### src/rtl/sdac_pkg.sv
package sdac_pkg;
   localparam int PIN_CS   = 0;
   localparam int PIN_FS   = 1;
   localparam int PIN_SCLK = 2;
   localparam int PIN_DIN  = 3;
   localparam int PIN_N    = 4;
   // idle levels: deselected, strobe high, clock high, data low
   localparam logic [PIN_N-1:0] PIN_IDLE = 4'b0111;

   typedef struct packed {
      logic fast;
      logic pd;
   } sdac_mode_t;
endpackage

### src/rtl/sdac_pin_sync.sv
module sdac_pin_sync #(
   parameter int N = 4,
   parameter int STAGES = 2,
   parameter logic [N-1:0] RST_VAL = '0
) (
   input  logic         clk,
   input  logic         rst_n,
   input  logic [N-1:0] pin_i,
   output logic [N-1:0] lvl_o
);
   generate
      if (STAGES < 2) begin : g_bad_stages
         $error("sdac_pin_sync needs at least two stages");
      end
      for (genvar i = 0; i < N; i++) begin : g_pin
         logic [STAGES-1:0] chain;
         always_ff @(posedge clk or negedge rst_n) begin
            if (!rst_n) chain <= {STAGES{RST_VAL[i]}};
            else        chain <= {chain[STAGES-2:0], pin_i[i]};
         end
         assign lvl_o[i] = chain[STAGES-1];
      end
   endgenerate
endmodule

### src/rtl/sdac_frame_rx.sv
module sdac_frame_rx #(
   parameter int WORD_W = 16,
   parameter bit FS_UPDATE_EN = 1'b1,
   localparam int CNT_W = $clog2(WORD_W + 1)
) (
   input  logic              clk,
   input  logic              rst_n,
   input  logic              cs_lvl,
   input  logic              fs_lvl,
   input  logic              sclk_lvl,
   input  logic              din_lvl,
   output logic              commit_o,
   output logic [WORD_W-1:0] word_o
);
   localparam logic [CNT_W-1:0] FULL = CNT_W'(WORD_W);

   logic             fs_prev, sclk_prev;
   logic             fs_rise, fs_fall, sclk_rise, sclk_fall;
   logic             in_frame;
   logic [CNT_W-1:0] cnt;
   logic             fs_done_ok;

   assign fs_rise   =  fs_lvl   & ~fs_prev;
   assign fs_fall   = ~fs_lvl   &  fs_prev;
   assign sclk_rise =  sclk_lvl & ~sclk_prev;
   assign sclk_fall = ~sclk_lvl &  sclk_prev;

   generate
      if (WORD_W < 2) begin : g_bad_word
         $error("sdac_frame_rx word too short");
      end
      if (FS_UPDATE_EN) begin : g_fs_load
         assign fs_done_ok = (cnt == FULL);
      end else begin : g_fs_abort
         assign fs_done_ok = 1'b0;
      end
   endgenerate

   always_ff @(posedge clk or negedge rst_n) begin
      if (!rst_n) begin
         fs_prev   <= 1'b1;
         sclk_prev <= 1'b1;
         in_frame  <= 1'b0;
         cnt       <= '0;
         word_o    <= '0;
         commit_o  <= 1'b0;
      end else begin
         fs_prev   <= fs_lvl;
         sclk_prev <= sclk_lvl;
         commit_o  <= 1'b0;
         if (cs_lvl) begin
            in_frame <= 1'b0;
         end else if (fs_fall) begin
            in_frame <= 1'b1;
            cnt      <= '0;
         end else if (in_frame) begin
            if (fs_rise) begin
               commit_o <= fs_done_ok;
               in_frame <= 1'b0;
            end else if (sclk_fall && cnt < FULL) begin
               word_o <= {word_o[WORD_W-2:0], din_lvl};
               cnt    <= cnt + 1'b1;
            end else if (sclk_rise && cnt == FULL) begin
               commit_o <= 1'b1;
               in_frame <= 1'b0;
            end
         end
      end
   end

   assert_cnt_bound_R3: assert property (@(posedge clk) disable iff (!rst_n)
      cnt <= FULL);
   assert_deselect_idle_R7: assert property (@(posedge clk) disable iff (!rst_n)
      cs_lvl |=> !in_frame && !commit_o);
   assert_commit_full_R6: assert property (@(posedge clk) disable iff (!rst_n)
      commit_o |-> $past(cnt) == FULL && $past(in_frame));
endmodule

### src/rtl/sdac_out_latch.sv
module sdac_out_latch
   import sdac_pkg::*;
#(
   parameter int WORD_W = 16,
   parameter int CODE_W = 10,
   parameter int CODE_LSB = 2,
   parameter int PD_BIT = 13,
   parameter int FAST_BIT = 14
) (
   input  logic              clk,
   input  logic              rst_n,
   input  logic              commit_i,
   input  logic [WORD_W-1:0] word_i,
   output logic [CODE_W-1:0] code_o,
   output sdac_mode_t        mode_o,
   output logic              pulse_o
);
   localparam logic [WORD_W-1:0] USED_MASK =
      (((WORD_W'(1) << CODE_W) - 1'b1) << CODE_LSB) |
      (WORD_W'(1) << PD_BIT) | (WORD_W'(1) << FAST_BIT);

   generate
      if (CODE_LSB + CODE_W > WORD_W || PD_BIT >= WORD_W || FAST_BIT >= WORD_W)
      begin : g_bad_layout
         $error("sdac_out_latch field outside the word");
      end
   endgenerate

   logic unused_bits;
   assign unused_bits = ^(word_i & ~USED_MASK);

   always_ff @(posedge clk or negedge rst_n) begin
      if (!rst_n) begin
         code_o  <= '0;
         mode_o  <= '0;
         pulse_o <= 1'b0;
      end else begin
         pulse_o <= commit_i;
         if (commit_i) begin
            code_o      <= word_i[CODE_LSB +: CODE_W];
            mode_o.fast <= word_i[FAST_BIT];
            mode_o.pd   <= word_i[PD_BIT];
         end
      end
   end

   assert_pulse_width_R9: assert property (@(posedge clk) disable iff (!rst_n)
      pulse_o |=> !pulse_o);
   assert_hold_between_R6: assert property (@(posedge clk) disable iff (!rst_n)
      !pulse_o |-> $stable(code_o) && $stable(mode_o));
endmodule

### src/rtl/sdac_word_rx.sv
module sdac_word_rx
   import sdac_pkg::*;
#(
   parameter int WORD_W = 16,
   parameter int CODE_W = 10,
   parameter int CODE_LSB = 2,
   parameter int PD_BIT = 13,
   parameter int FAST_BIT = 14,
   parameter int SYNC_STAGES = 2,
   parameter bit FS_UPDATE_EN = 1'b1
) (
   input  logic              clk,
   input  logic              rst_n,
   input  logic              cs_n,
   input  logic              fs,
   input  logic              sclk,
   input  logic              din,
   output logic [CODE_W-1:0] dac_code,
   output logic              fast_mode,
   output logic              power_down,
   output logic              update_pulse
);
   logic [PIN_N-1:0]  pins, lvl;
   logic              commit;
   logic [WORD_W-1:0] word;
   sdac_mode_t        mode;

   assign pins[PIN_CS]   = cs_n;
   assign pins[PIN_FS]   = fs;
   assign pins[PIN_SCLK] = sclk;
   assign pins[PIN_DIN]  = din;

   sdac_pin_sync #(.N(PIN_N), .STAGES(SYNC_STAGES), .RST_VAL(PIN_IDLE)) u_sync (
      .clk(clk), .rst_n(rst_n), .pin_i(pins), .lvl_o(lvl));

   sdac_frame_rx #(.WORD_W(WORD_W), .FS_UPDATE_EN(FS_UPDATE_EN)) u_frame (
      .clk(clk), .rst_n(rst_n),
      .cs_lvl(lvl[PIN_CS]), .fs_lvl(lvl[PIN_FS]),
      .sclk_lvl(lvl[PIN_SCLK]), .din_lvl(lvl[PIN_DIN]),
      .commit_o(commit), .word_o(word));

   sdac_out_latch #(.WORD_W(WORD_W), .CODE_W(CODE_W), .CODE_LSB(CODE_LSB),
                    .PD_BIT(PD_BIT), .FAST_BIT(FAST_BIT)) u_latch (
      .clk(clk), .rst_n(rst_n), .commit_i(commit), .word_i(word),
      .code_o(dac_code), .mode_o(mode), .pulse_o(update_pulse));

   assign fast_mode  = mode.fast;
   assign power_down = mode.pd;

   assert_reset_clear_R1: assert property (@(posedge clk)
      !rst_n |=> dac_code == '0 && !update_pulse);
endmodule

### config.mk
export PLATFORM = sky130hd
export DESIGN_NAME = sdac_word_rx
export DESIGN_NICKNAME = d
export VERILOG_FILES = /design/src/rtl/sdac_pkg.sv /design/src/rtl/sdac_pin_sync.sv /design/src/rtl/sdac_frame_rx.sv /design/src/rtl/sdac_out_latch.sv /design/src/rtl/sdac_word_rx.sv
export SDC_FILE = /design/constraint.sdc
export NUM_CORES = 1
export LEC_CHECK = 0
export BUFFER_PORTS_ARGS = -buffer_cell sky130_fd_sc_hd__buf_2
export CAP_MARGIN = 20
export CORE_ASPECT_RATIO = 0.7
export CORE_MARGIN = 2
export CORE_UTILIZATION = 51
export DETAILED_ROUTE_END_ITERATION = 16
export PLACE_DENSITY_LB_ADDON = 0.2
export SLEW_MARGIN = 20
export SYNTH_ARGS = -nofsm -noshare
export SYNTH_HDL_FRONTEND = slang
export SYNTH_SLANG_ARGS = --single-unit
### constraint.sdc
create_clock -name clk -period 1.5 [get_ports clk]
set_input_delay 0.075 -clock clk [delete_from_list [all_inputs] [get_ports clk]]
set_output_delay 0.075 -clock clk [all_outputs]
set_load 0.05 [all_outputs]
==> run metrics, run 1 <==
run status=complete, but fails checks; failing checks=negative setup slack; number of buffers on the longest clock path=2; launching element type of the critical path=flop; most common library cell in the layout ignoring fill and taps=dfrtp_1; terminus of the critical flop-to-flop path=u_frame.word_o[9]; total routed wirelength=2.80 mm; layout cell share with drive strength beyond 1=48.3%; final period demand of the worst path=1510 ps; period utilisation layout=101%; number of H-tree levels=2; number of synthesis warnings=0; Finished Layout Cells=between 150 and 200; Port Buffers=18; number of global-route vias before repair=between 900 and 1k; largest net degree at the start of global routing=46; switching power=0.000440 W; cell count after synthesis=115; Hold Vio Cnt, Final=0; clock tree sinks=45; distinct cell type count of the synthesized netlist=27; worst-case hold slack=356 ps; Total Routing Usage GR=between 15 and 20%; worst path arrival time=1680 ps; post-CTS clock slew at the launch and capture registers of the worst setup and hold paths=70 ps; master cell of the clock root buffer=clkbuf_8; combinational cell fraction of total power=under 10%; pins over their slew limit=0; setup TNS=-33.8 ps; antenna cell count=0; hold path startpoint=u_sync.g_pin[3].chain[0]; clock latency on the worst-skew pair=290 ps; unrepaired setup endpoints after global routing=yes; wire length of the first global-routing pass=4.55 mm; kind of critical path=reg -> reg; Worst R2R Setup Slack=-9 ps; Initial DRC Count=44; count of unresolved DRC violations after routing=0; average wire per standard cell=14.1 microns; sequential share of power=59.8%; overall die width=~75 microns; Total Die Area=4000 sq um; overall via count from detail_route=999; Placer Congestion=approximately 0.73; syn_nets=125; clock tree skew after final layout=8.93 ps; Final ANT Viol Nets=0; LEAKAGE=1.14 nW; Netlist Area Pre-Place=1780 sq um; detailed-router iteration count before antenna repair=4; drt via density=approximately 5; antenna violations before repair=0; area added between synthesis and finish=19.2%; commonest non-fill, non-tap cells in the layout=dfrtp_1 (37), buf_2 (18), mux2_2 (17), mux2_4 (10), dfstp_2 (8); NumNets Final=160; depth of the worst hold-timing path=0; number of max-capacitance violations reported=0; mean post-synth cell area=15.5 sq um; worst min-delay path class=reg -> reg; worst reg2reg path startpoint=u_frame.fs_prev; fmax=662 MHz; fraction of power spent switching nets=approximately a fifth; initial core utilization=54.8%; sink of the worst hold path=u_sync.g_pin[3].chain[1]; floorplan core area=3250 sq um; # rows=17; clock tree from TritonCTS=done; portion of the post-synthesis area used by sequential elements=around 64%; HPWL after detailed placement=1.89 mm; Slew @ Worst Pin=roughly 530 ps; number of buffers added by the clock tree synthesis step=5; post-placement cell count=183; final-report setup violation count=5; register bit total from synthesis=45; R2R depth=4; Critical Path Fanout Max=7; post-layout worst setup margin=-9.47 ps; power per cell area=997 nW/um^2; part of the total power dissipated in the clock network=between 30% and 40%; total overflow reported by the global router=0; capturing element type of the critical path=flop; largest vdd supply drop=0.634 mV; internal power consumption=roughly 0.0017 W; worst max-slew margin expressed relative to the limit=64.5%; die height=53.5 microns; CP Data Required Time=1670 ps; count of pins on the block boundary=19
[cell type report]
cell class	instances	area, sq um
Inverter	7	26.3
Tap cell	47	58.8
Sequential cell	45	1140
Timing Repair Buffer	30	193
Fill cell	238	1130
Clock buffer	8	90.1
Multi-Input combinational cell	61	623
[critical path: stages, from the launching register on]
cell and delay, ps:
dfstp_2 550, inv_2 40, ha_4 250, nand3b_2 190
mux2_2 370
[flip-flops by register name, summed over array words and instances (netlist names)]
signal	flops
u_frame.in_frame	1
u_frame.sclk_prev	1
u_frame.commit_o	1
u_latch.code_o	10
u_frame.cnt	5
u_latch.pulse_o	1
u_frame.fs_prev	1
u_sync.g_pin.chain	8
u_latch.mode_o	2
u_frame.word_o	15
[logic make-up (layout without fill, tap and decap cells)]
kind of cell	after synthesis	in the layout	synth area share, %
flip-flops	45	45	63.7
multiplexers	29	29	20.3
AND/OR/NAND/NOR	19	20	7.08
buffers and inverters	10	45	3.02
AO/OA/AOI/OAI	8	8	3.16
adder cells (fa/ha/maj)	4	4	2.81
[cells in the mapped netlist (all sizes together)]
cell type	number	area [sq um]
nand4bb	1	11.3
nand2	4	15.0
dfstp	8	210
nor3	1	5.00
o21a	1	7.51
and3	1	6.26
nand3b	1	20.0
dfrtp	37	926
a211oi	1	7.51
nor3b	1	7.51
nand3	4	20.0
mux2	27	342
a41o	1	10.0
nand2b	2	12.5
nor2	2	7.51
o21ai	1	5.00
or3b	1	8.76
mux2i	2	20.0
a21oi	2	10.0
buf	3	27.5
inv	7	26.3
and4bb	1	12.5
a21o	1	7.51
ha	4	50.1
o311ai	1	8.76
[worst max path at each step]
stage / end / cells after the start / slack (ps) / start
floorplan: u_frame.word_o[0] / 5 / -20 / u_frame.sclk_prev
global placement: u_frame.word_o[4] / 3 / -50 / u_frame.sclk_prev
detailed placement: u_frame.word_o[5] / 4 / -90 / u_frame.fs_prev
CTS: u_frame.word_o[13] / 4 / -20 / u_frame.fs_prev
global route: u_frame.word_o[3] / 4 / -50 / u_frame.fs_prev
finish: u_frame.word_o[9] / 4 / -9 / u_frame.fs_prev
[metrics by stage]
step / power [W] / area, sq um / setup WS (ps) / util [%]
after CTS: 0.00215 / 2130 / -16.1 / 65.4
final: 0.00212 / 2130 / -9.47 / 65.4
after detailed placement: 0.00139 / 1960 / -87.6 / 60.3
after global placement: 0.00138 / 1960 / -50.2 / 60.3
after floorplan: 0.00134 / 1800 / -19.0 / -
after global routing: 0.00221 / 2130 / -54.8 / 65.4
[per-layer routing]
metal | share of wire [%] | global-route usage [%] | vias to the layer above
met4 | 0.57 | 5.06 | 0
met3 | 4.1 | 5.71 | 3
met2 | 48 | 26.4 | 20
met5 | 0 | 0 | -
li1 | - | - | 471
met1 | 47 | 20.3 | 505
[power by group through the flow]
stage	Combinational (W)	Clock, W	Sequential, W
2_1_floorplan	0.0000540	0	0.00128
3_3_place_gp	0.0000928	0	0.00129
3_5_place_dp	0.0000981	0	0.00129
4_1_cts	0.000116	0.000764	0.00127
5_1_grt	0.000130	0.000811	0.00127
6_report	0.000115	0.000738	0.00127
[repair_timing]
action | in CTS | in global routing
buffers inserted | 1 | 0
pin swaps | 2 | 1
hold endpoints to repair | 41 | 0
setup endpoints to repair | 19 | 16
gates resized for setup | 4 | 1
gates cloned | 1 | 0
hold buffers | 5 | 0
(Power assumes the default switching activity.)
==> run 2, diff against run 1 <==
--- a/config.mk
+++ b/config.mk
@@ -9,9 +9,10 @@
 export CAP_MARGIN = 20
 export CORE_ASPECT_RATIO = 0.7
 export CORE_MARGIN = 2
-export CORE_UTILIZATION = 51
+export CORE_UTILIZATION = 60
 export DETAILED_ROUTE_END_ITERATION = 16
-export PLACE_DENSITY_LB_ADDON = 0.2
+export MAX_ROUTING_LAYER = met4
+export PLACE_DENSITY_LB_ADDON = 0.3
 export SLEW_MARGIN = 20
 export SYNTH_ARGS = -nofsm -noshare
 export SYNTH_HDL_FRONTEND = slang
==> constraint.sdc (replaced) <==
create_clock -name clk -period 1.79 [get_ports clk]
set_input_delay 0.0895 -clock clk [delete_from_list [all_inputs] [get_ports clk]]
set_output_delay 0.0895 -clock clk [all_outputs]
set_load 0.05 [all_outputs]
==> run 2 against run 1 <==
Compared with the run above:
- the run now ends clean
- wire length fell by 1.5%
- clock-buffer cell count fell by 1
- via count fell by 3.5%
- critical path type unchanged
- largest power group unchanged
==> run metrics, run 2 (same netlist as run 1, synthesis figures left out) <==
run status=finished, final reports clean; clock tree skew after final layout=1.67 ps; unrepaired setup endpoints after global routing=no; final-report setup violation count=0; count of unresolved DRC violations after routing=0; post-CTS sizing=0; number of buffers added by the clock tree synthesis step=5; number of max-capacitance violations reported=0; Placer Congestion=roughly 0.9; Finished Layout Cells=182; Critical Path Fanout Max=15; Slew @ Worst Pin=approximately 550 ps; Critical Path, Cell by Cell=inv_1, ha_1, nand3b_4, buf_12, mux2_2; layout cell share with drive strength beyond 1=between 40% and 50%; summed area of non-filler cells in the final layout=roughly 2100 sq um; fill cell instance count of the final layout=167; area added between synthesis and finish=17.3%; # rows=16; floorplan core area=between 2000 and 3000 sq um; number of buffers on the longest clock path=2; NumNets Final=roughly 160; internal power consumption=0.00154 W; sequential share of power=between 50 and 60%; antenna violations before repair=0; number of flip-flops in the largest register=15; HPWL after detailed placement=1.93 mm; worst reg2reg path startpoint=u_frame.fs_prev; power per cell area=911 nW/um^2; Hold Vio Cnt, Final=0; combinational cell fraction of total power=between 4 and 5%; period utilisation layout=a little over 90%; worst max-slew margin expressed relative to the limit=between 60% and 70%; drt via density=5.30; switching power=0.000367 W; cell with the biggest individual delay on the critical path=dfstp_2; commonest non-fill, non-tap cells in the layout=dfrtp_1 (37), buf_2 (18), mux2_2 (17), mux2_4 (10), dfstp_2 (8); overall via count from detail_route=between 900 and 1k; fraction of power spent switching nets=19.2%; kind of critical path=reg -> reg; total routed wirelength=about 2.8 mm; largest net degree at the start of global routing=27; initial core utilization=63.2%; master cell of the clock root buffer=clkbuf_8; wire length of the first global-routing pass=roughly 4.7 mm; count of pins on the block boundary=19; die height=49.6 microns; worst min-delay path class=in -> async; average wire per standard cell=15.2 microns; Final ANT Viol Nets=0; Total Die Area=3430 sq um; total overflow reported by the global router=0; capturing element type of the critical path=flop; clock tree sinks=45; antenna cell count=0; number of H-tree levels=2; largest registers=u_frame.word_o (15), u_latch.code_o (10), u_sync.g_pin.chain (8); overall die width=about 69 microns; launching element of the worst setup path=u_frame.fs_prev; setup TNS=0 ps; post-placement cell count=168; instance area after placement=about 1900 sq um; clock tree from TritonCTS=done; largest vdd supply drop=0.738 mV; Most flops, register=u_frame.word_o; post-CTS clock slew at the launch and capture registers of the worst setup and hold paths=70 ps; critical path's top delay family=flip-flops; number of global-route vias before repair=1021; part of the total power dissipated in the clock network=39.9%; clock latency on the worst-skew pair=about 290 ps; fmax=613 MHz; pins over their slew limit=0; final period demand of the worst path=1630 ps; Total Routing Usage GR=between 10% and 20%; LEAKAGE=about 1.1 nW; CP Data Required Time=1970 ps; most common library cell in the layout ignoring fill and taps=dfrtp_1; Initial DRC Count=86; worst path arrival time=1810 ps; Worst path max stage delay=530 ps; area of the multi-input gates=594 sq um; buffers plus inverters on the worst setup path=2; FF+latch area=1140 sq um; launching element type of the critical path=flop; Port Buffers=18; detailed-router iteration count before antenna repair=4
-- run 2: path summary, 6_finish.rpt --
path	endpoint	slack, ps	cells past startpoint
hold / removal	u_frame.cnt[4]	330	2
setup / recovery	u_frame.word_o[8]	160	5
hold reg to reg	u_sync.g_pin[3].chain[1]	350	0
setup reg to reg	u_frame.word_o[8]	160	5
min in group clk	u_sync.g_pin[3].chain[1]	350	0
max in group asynchronous	u_frame.word_o[1]	910	3
-- run 2: power by group through the flow --
stage,registers (W),clock network (W),logic (W)
6_report,0.00106,0.000761,0.0000858
5_1_grt,0.00106,0.000834,0.0000974
4_1_cts,0.00106,0.000787,0.0000863
3_5_place_dp,0.00108,0,0.0000779
3_3_place_gp,0.00108,0,0.0000734
2_1_floorplan,0.00108,0,0.0000424
-- run 2: area by class of cell --
type | count | area share [%]
Clock buffer | 7 | 4.12
Clock inverter | 1 | 1.43
Timing Repair Buffer | 26 | 8.37
Inverter | 7 | 1.26
Sequential cell | 45 | 54.3
Multi-Input combinational cell | 60 | 28.4
Tap cell | 36 | 2.15
-- run 2: metrics by stage --
step	total power (W)	hold slack (ps)	worst slack (ps)	utilization [%]
after floorplan	0.00112	-206	225	-
after global placement	0.00115	104	151	67.6
after detailed placement	0.00116	108	99.4	67.6
after CTS	0.00193	329	81.0	73.4
after global routing	0.00199	363	76.4	74.2
final	0.00191	333	159	74.2
-- run 2: worst register-to-register path, delay by kind of cell (launching register included) --
kind,cells,cell delay [ps]
muxes,1,350
buffers and inverters,2,200
and+or+nand+nor,1,100
adders and majority gates,1,330
DFF,1,530
-- run 2: what timing repair did --
item                                   CTS  global route
hold buffers                             5             0
endpoints found under the hold margin   20             0
setup endpoints to repair                0            11
setup buffers                            0             1
-- run 2: per-layer routing --
layer / vias to the layer above / GRT usage, % / routed length [microns]
met1: 491 / 23.3 / 1280
met5: - / - / 0
met4: 0 / 6.54 / 18
met3: 2 / 6.13 / 106
met2: 17 / 30.0 / 1350
li1: 454 / - / -
